--- src/rtl/pwm_quad_pkg.sv ---
package pwm_quad_pkg;

    localparam int ADDR_W     = 8;
    localparam int DATA_W     = 32;
    localparam int NCH        = 4;
    localparam int IDX_W      = $clog2(NCH);
    localparam int CMP_STRIDE = 4;

    localparam logic [ADDR_W-1:0] OFS_CFG     = 8'h00;
    localparam logic [ADDR_W-1:0] OFS_RAW     = 8'h08;
    localparam logic [ADDR_W-1:0] OFS_SCL     = 8'h10;
    localparam logic [ADDR_W-1:0] OFS_CMP     = 8'h20;
    localparam logic [ADDR_W-1:0] OFS_CMP_END = ADDR_W'(int'(OFS_CMP) + NCH * CMP_STRIDE);

    localparam int BIT_LOOP = 12;
    localparam int BIT_ONCE = 13;

    typedef enum logic [2:0] {
        SEL_NONE,
        SEL_CFG,
        SEL_RAW,
        SEL_SCL,
        SEL_CMP
    } sel_e;

    typedef struct packed {
        sel_e             sel;
        logic [IDX_W-1:0] idx;
    } dec_t;

    function automatic dec_t decode(input logic [ADDR_W-1:0] a);
        dec_t d;
        logic [ADDR_W-1:0] rel;
        d.sel = SEL_NONE;
        d.idx = '0;
        rel   = a - OFS_CMP;
        if (a[1:0] == 2'b00) begin
            if (a == OFS_CFG)
                d.sel = SEL_CFG;
            else if (a == OFS_RAW)
                d.sel = SEL_RAW;
            else if (a == OFS_SCL)
                d.sel = SEL_SCL;
            else if (a >= OFS_CMP && a < OFS_CMP_END) begin
                d.sel = SEL_CMP;
                d.idx = IDX_W'(rel >> 2);
            end
        end
        return d;
    endfunction

endpackage

--- src/rtl/pwm_quad_regs.sv ---
module pwm_quad_regs
    import pwm_quad_pkg::*;
#(
    parameter int CMP_W   = 16,
    parameter int SCALE_W = 4
) (
    input  logic                          clk,
    input  logic                          rst,
    input  logic                          wr_en,
    input  logic [ADDR_W-1:0]             addr,
    input  logic [DATA_W-1:0]             wdata,
    input  logic                          once_done,
    output logic [SCALE_W-1:0]            scale,
    output logic                          run_loop,
    output logic                          run_once,
    output logic [NCH-1:0][CMP_W-1:0]     cmp
);

    dec_t wdec;
    logic cfg_wr;
    logic [CMP_W-1:0] cmp_q [NCH];
    wire  unused_wbits = ^wdata;

    assign wdec   = decode(addr);
    assign cfg_wr = wr_en && (wdec.sel == SEL_CFG);

    always_ff @(posedge clk) begin
        if (rst) begin
            scale    <= '0;
            run_loop <= 1'b0;
            run_once <= 1'b0;
        end else if (cfg_wr) begin
            scale    <= wdata[SCALE_W-1:0];
            run_loop <= wdata[BIT_LOOP];
            run_once <= wdata[BIT_ONCE];
        end else if (once_done) begin
            run_once <= 1'b0;
        end
    end

    for (genvar i = 0; i < NCH; i++) begin : g_cmp
        always_ff @(posedge clk) begin
            if (rst)
                cmp_q[i] <= '0;
            else if (wr_en && wdec.sel == SEL_CMP && wdec.idx == IDX_W'(i))
                cmp_q[i] <= wdata[CMP_W-1:0];
        end
        assign cmp[i] = cmp_q[i];
    end

    // the one-shot request drops after its period unless a config write lands in the same cycle
    assert_once_clear_R7: assert property (@(posedge clk) disable iff (rst)
        (once_done && !cfg_wr) |=> !run_once);

endmodule

--- src/rtl/pwm_quad_counter.sv ---
module pwm_quad_counter #(
    parameter int CMP_W   = 16,
    parameter int SCALE_W = 4,
    localparam int CNT_W  = CMP_W + (1 << SCALE_W) - 1
) (
    input  logic               clk,
    input  logic               rst,
    input  logic               run_loop,
    input  logic               run_once,
    input  logic [SCALE_W-1:0] scale,
    output logic [CNT_W-1:0]   cnt,
    output logic [CMP_W-1:0]   scaled,
    output logic               running,
    output logic               once_done
);

    localparam logic [CNT_W-1:0] ONE = CNT_W'(1);

    logic [CNT_W-1:0] mask;
    logic             wrap;

    assign mask      = (ONE << (CMP_W + int'(scale))) - ONE;
    assign wrap      = (cnt & mask) == mask;
    assign running   = run_loop | run_once;
    assign once_done = run_once & wrap;
    assign scaled    = CMP_W'(cnt >> scale);

    always_ff @(posedge clk) begin
        if (rst)
            cnt <= '0;
        else if (!running || wrap)
            cnt <= '0;
        else
            cnt <= cnt + ONE;
    end

    // a running counter that is not at its period end steps by one
    assert_step_R3: assert property (@(posedge clk) disable iff (rst)
        (running && !wrap) |=> cnt == $past(cnt) + ONE);

    // an idle counter sits at zero on the following cycle
    assert_idle_zero_R3: assert property (@(posedge clk) disable iff (rst)
        !running |=> cnt == '0);

    // the period end returns the count to zero
    assert_wrap_R4: assert property (@(posedge clk) disable iff (rst)
        (running && wrap) |=> cnt == '0);

endmodule

--- src/rtl/pwm_quad_chan.sv ---
module pwm_quad_chan #(
    parameter int CMP_W = 16
) (
    input  logic             clk,
    input  logic             rst,
    input  logic             running,
    input  logic [CMP_W-1:0] scaled,
    input  logic [CMP_W-1:0] cmp,
    output logic             out_n
);

    logic active;

    assign active = running && (scaled < cmp);

    always_ff @(posedge clk) begin
        if (rst)
            out_n <= 1'b1;
        else
            out_n <= ~active;
    end

    // a stopped counter leaves the output at its idle high level
    assert_idle_high_R6: assert property (@(posedge clk) disable iff (rst)
        !running |=> out_n);

    // a zero compare value never drives the output low
    assert_zero_cmp_R6: assert property (@(posedge clk) disable iff (rst)
        (cmp == '0) |=> out_n);

endmodule

--- src/rtl/pwm_quad.sv ---
module pwm_quad
    import pwm_quad_pkg::*;
#(
    parameter int CMP_W   = 16,
    parameter int SCALE_W = 4
) (
    input  logic              clk,
    input  logic              rst,
    input  logic              bus_wr,
    input  logic [7:0]        bus_addr,
    input  logic [31:0]       bus_wdata,
    output logic [31:0]       bus_rdata,
    output logic [3:0]        pwm_n
);

    localparam int CNT_W = CMP_W + (1 << SCALE_W) - 1;

    logic [SCALE_W-1:0]        scale;
    logic                      run_loop;
    logic                      run_once;
    logic [NCH-1:0][CMP_W-1:0] cmp;
    logic [CNT_W-1:0]          cnt;
    logic [CMP_W-1:0]          scaled;
    logic                      running;
    logic                      once_done;
    dec_t                      rdec;

    pwm_quad_regs #(.CMP_W(CMP_W), .SCALE_W(SCALE_W)) u_regs (
        .clk       (clk),
        .rst       (rst),
        .wr_en     (bus_wr),
        .addr      (bus_addr),
        .wdata     (bus_wdata),
        .once_done (once_done),
        .scale     (scale),
        .run_loop  (run_loop),
        .run_once  (run_once),
        .cmp       (cmp)
    );

    pwm_quad_counter #(.CMP_W(CMP_W), .SCALE_W(SCALE_W)) u_cnt (
        .clk       (clk),
        .rst       (rst),
        .run_loop  (run_loop),
        .run_once  (run_once),
        .scale     (scale),
        .cnt       (cnt),
        .scaled    (scaled),
        .running   (running),
        .once_done (once_done)
    );

    for (genvar i = 0; i < NCH; i++) begin : g_chan
        pwm_quad_chan #(.CMP_W(CMP_W)) u_chan (
            .clk     (clk),
            .rst     (rst),
            .running (running),
            .scaled  (scaled),
            .cmp     (cmp[i]),
            .out_n   (pwm_n[i])
        );
    end

    assign rdec = decode(bus_addr);

    always_comb begin
        bus_rdata = '0;
        unique case (rdec.sel)
            SEL_CFG: begin
                bus_rdata[SCALE_W-1:0] = scale;
                bus_rdata[BIT_LOOP]    = run_loop;
                bus_rdata[BIT_ONCE]    = run_once;
            end
            SEL_RAW:  bus_rdata = DATA_W'(cnt);
            SEL_SCL:  bus_rdata = DATA_W'(scaled);
            SEL_CMP:  bus_rdata = DATA_W'(cmp[rdec.idx]);
            default:  bus_rdata = '0;
        endcase
    end

endmodule

--- config.mk ---
export PLATFORM = sky130hd
export DESIGN_NAME = pwm_quad
export DESIGN_NICKNAME = d
export VERILOG_FILES = /design/src/rtl/pwm_quad_pkg.sv /design/src/rtl/pwm_quad_regs.sv /design/src/rtl/pwm_quad_counter.sv /design/src/rtl/pwm_quad_chan.sv /design/src/rtl/pwm_quad.sv
export SDC_FILE = /design/constraint.sdc
export NUM_CORES = 1
export LEC_CHECK = 0
export ABC_CLOCK_PERIOD_IN_PS = 4250
export BUFFER_PORTS_ARGS = -buffer_cell sky130_fd_sc_hd__clkbuf_2
export CAP_MARGIN = 20
export CELL_PAD_IN_SITES_DETAIL_PLACEMENT = 2
export CELL_PAD_IN_SITES_GLOBAL_PLACEMENT = 2
export CORE_MARGIN = 2
export CORE_UTILIZATION = 40
export CTS_BUF_LIST = sky130_fd_sc_hd__clkbuf_4 sky130_fd_sc_hd__clkbuf_8
export CTS_CLUSTER_SIZE = 40
export DETAILED_ROUTE_END_ITERATION = 10
export PLACE_DENSITY = 0.8
export SLEW_MARGIN = 20
export SYNTH_ARGS = -nofsm -noshare
export SYNTH_HDL_FRONTEND = slang
export SYNTH_HIERARCHICAL = 1
export SYNTH_SLANG_ARGS = --single-unit
export TNS_END_PERCENT = 10
--- constraint.sdc ---
create_clock -name clk -period 4.25 [get_ports clk]
set_input_delay 1.275 -clock clk [delete_from_list [all_inputs] [get_ports clk]]
set_output_delay 1.275 -clock clk [all_outputs]
set_load 0.05 [all_outputs]
==> results.sh <==
export IMPL_grt_pass1_vias=7803
export IMPL_cap_violations=0
export IMPL_antenna_cells=0
export IMPL_ys_ff_latch=105
export IMPL_cts_hold_buf=0
export IMPL_cp_buffers_inverters=4
export IMPL_p_sw_share_pct=28.6
export IMPL_p_int_mw=1.42
export IMPL_cts_tree="done"
export IMPL_crit_fanout=10
export IMPL_start_kind="input pin"
export IMPL_fin_ws_ns=0.0334
export IMPL_final_common_cell="and2_1"
export IMPL_die_h_um=148
export IMPL_ir_drop_mv=0.147
export IMPL_crit_family="simple AND/OR/NAND/NOR gates"
export IMPL_htree_levels=3
export IMPL_cts_sinks=105
export IMPL_ys_flop_type="edfxtp_1"
export IMPL_synth_cell_types=61
export IMPL_status="completed"
export IMPL_yosysSeqAreaShare_pct=33.2
export IMPL_synth_nets=962
export IMPL_stdcell_count=1192
export IMPL_final_cell_mix="and2_1 (84), nor2_1 (69), edfxtp_1 (64)"
export IMPL_cp_end_kind="output port"
export IMPL_p_sw_uw=570
export IMPL_cts_made_buffers=9
export IMPL_synthArstFlopShare_pct=0
export IMPL_num_rows=52
export IMPL_p_leak_nw=3.90
export IMPL_slowest_stage="or4_4"
export IMPL_num_vias=6989
export IMPL_track_usage_pct=27.7
export IMPL_nets=1022
export IMPL_insertion_delay_ns=0.42
export IMPL_yosys_warnings=6
export IMPL_maxClockFrequency_mhz=237
export IMPL_die_x_um=148
export IMPL_syn_inst=857
export IMPL_cpPeakStageDelay_ns=0.56
export IMPL_ant_nets=0
export IMPL_drt_total_wl_um=29700
export IMPL_grt_antenna_before_repair=0
export IMPL_crit_type="input pin to output port"
export IMPL_dp_hpwl_um=22700
export IMPL_whs_ns=0.505
export IMPL_area_growth_pct=16.4
export IMPL_io_pins=79
export IMPL_pwr_share_seq_pct=56.8
export IMPL_pre_cts_ws_ns=-0.0629
export IMPL_cts_root_buf="clkbuf_8"
export IMPL_crit_path_cell_trace="clkbuf_2 -> or4_4 -> buf_6 -> nor4_4 -> buf_6 -> a221o_1 -> buf_12"
export IMPL_setup_violations=0
export IMPL_final_layout_size_suffix_gt1_share_pct=20.2
export IMPL_drt_first_pass_iters=4
export IMPL_drt_iter0_markers=277
export IMPL_core_um2=20200
export IMPL_cellPowerDensity_nw_per_um2=208
export IMPL_fin_crit_ns=4.22
export IMPL_worstPathRequired_ns=2.97
export IMPL_grt_ovfl_total=0
export IMPL_p_clk_share_pct=33.0
export IMPL_grt_pass1_wl_um=45700
export IMPL_worst_pin_slew_ns=1.07
export IMPL_pwr_share_comb_pct=10.2
export IMPL_clk_pin_slew_worst_paths_ns=0.11
export IMPL_grt_max_degree=38
export IMPL_drc_errors=0
export IMPL_dpl_cell_count=1168
export IMPL_min_period_over_period_pct=99.2
export IMPL_netlist_area_um2=8250
export IMPL_gp_congestion=0.835
export IMPL_cpMostUsedCell="buf_6"
export IMPL_placed_area_um2=9310
export IMPL_wl_per_cell_um=25.0
export IMPL_port_buffers=61
export IMPL_die_area_um2=21800
export IMPL_cp_data_arrival_time_ns=2.94
export IMPL_initial_core_util_pct=40.8
export IMPL_relSlewSlack_pct=28.3
export IMPL_fin_skew_ns=0.0162
export IMPL_max_clock_path_buffers=2
export IMPL_drv_slew=0
export IMPL_hold_class="register to register"
export IMPL_vias_per_cell=5.86
export IMPL_fin_area_um2=9610
export IMPL_finalPower_mw=1.99
export IMPL_synth_edf_count=64
export IMPL_hold_viol=0
export IMPL_syn_avg_cell_area_um2=9.63
## sequential cells by signal (all words and copies together), names as in the netlist
register / count
g_chan.u_chan/out_n: 4
u_cnt/cnt: 31
u_regs/cmp_q: 64
u_regs/run_once: 1
u_regs/scale: 4
u_regs/run_loop: 1
## through the flow
| step | util [%] | TNS [ns] |
|---|---|---|
| after floorplan | - | 0 |
| after global placement | 46.0 | -0.0132 |
| after detailed placement | 46.0 | -0.161 |
| after CTS | 47.1 | -0.0166 |
| after global routing | 47.5 | -0.0390 |
| final | 47.5 | 0 |
## final cells by class
type | instances | area [µm²]
multi-input cells | 636 | 5000
flip-flops and latches | 105 | 2750
clock buffers | 10 | 131
inverters | 65 | 245
clock inverters | 6 | 62.6
repair buffers | 100 | 1090
fillers | 2166 | 10600
well taps | 270 | 338
## tightest hold or removal path: cells and delay by family, from the launching register on
family / cells / cell delay (ns)
flip-flops: 1 / 0.35
AND/OR/NAND/NOR: 1 / 0.06
multiplexers: 1 / 0.05
## cell usage after synthesis (all sizes together) (4+ instances only)
master  count  share of area [%]
nor3       17                1.0
a21o       12                1.1
dfxtp      41                9.9
buf        34                2.8
and4        4               0.42
mux2i      37                4.5
nand2      56                2.5
xnor2      11                1.2
nor4       14                2.5
nor2b      11               0.83
nand2b     22                1.7
a211oi      5               0.45
inv        64                2.9
o211ai      7               0.64
ha         62                9.4
and3       15                1.1
o21ai      37                2.2
nand4b      5               0.53
clkbuf     17               0.79
a221o      16                1.9
a21oi      47                3.0
xor2       16                1.7
and2       84                6.4
mux2        7               0.96
nor2       69                3.1
nand3       9               0.70
nor3b       6               0.55
mux4       29                7.9
edfxtp     64                 23
nand4       9               0.68
## power groups by stage
stage          logic (mW)  clock network (mW)  registers (mW)
2_1_floorplan       0.117                   0            1.14
3_3_place_gp        0.183                   0            1.15
3_5_place_dp        0.201                   0            1.16
4_1_cts             0.204               0.677            1.13
5_1_grt             0.221               0.710            1.14
6_report            0.204               0.658            1.13
## layer usage
layer  track usage, %  vias up  wire length [µm]
li1                 -     3188                 -
met1             32.0     3582             11900
met2             51.5      156             16000
met3             3.30       63               720
met4             12.3        0              1140
met5                0        -                 0
## path summary, 6_finish.rpt
| path | to | cells past startpoint | slack (ns) | from |
|---|---|---|---|---|
| worst min register to register | u_regs/run_once | 2 | 0.50 | u_regs/run_once |
| worst max register to register | u_regs/run_once | 13 | 0.72 | u_regs/scale[2] |
| worst max-delay path | bus_rdata[15] | 7 | 0.03 | bus_addr[7] |
| worst min-delay path | u_regs/run_once | 2 | 0.50 | u_regs/run_once |
## timing repair
| action | CTS | global route |
|---|---|---|
| setup endpoints to repair | 16 | 10 |
| setup buffers | 2 | 6 |
| resized for setup | 10 | 6 |
| pin swaps | 1 | 1 |
| hold endpoints to repair | 0 | 0 |
## logic make-up (layout without fill, tap and decap cells)
group           count (synthesis)  after routing  synth area share [%]
buf+inv                       116            181                  6.55
simple gates                  334            334                  23.5
other cells                     1              1                0.0454
compound gates                139            139                  11.1
fa+ha+maj                      62             62                  9.40
mux                            73             73                  13.4
xor+xnor                       27             27                  2.87
flops                         105            105                  33.2
Note: power is estimated with default switching activity, not from simulation.
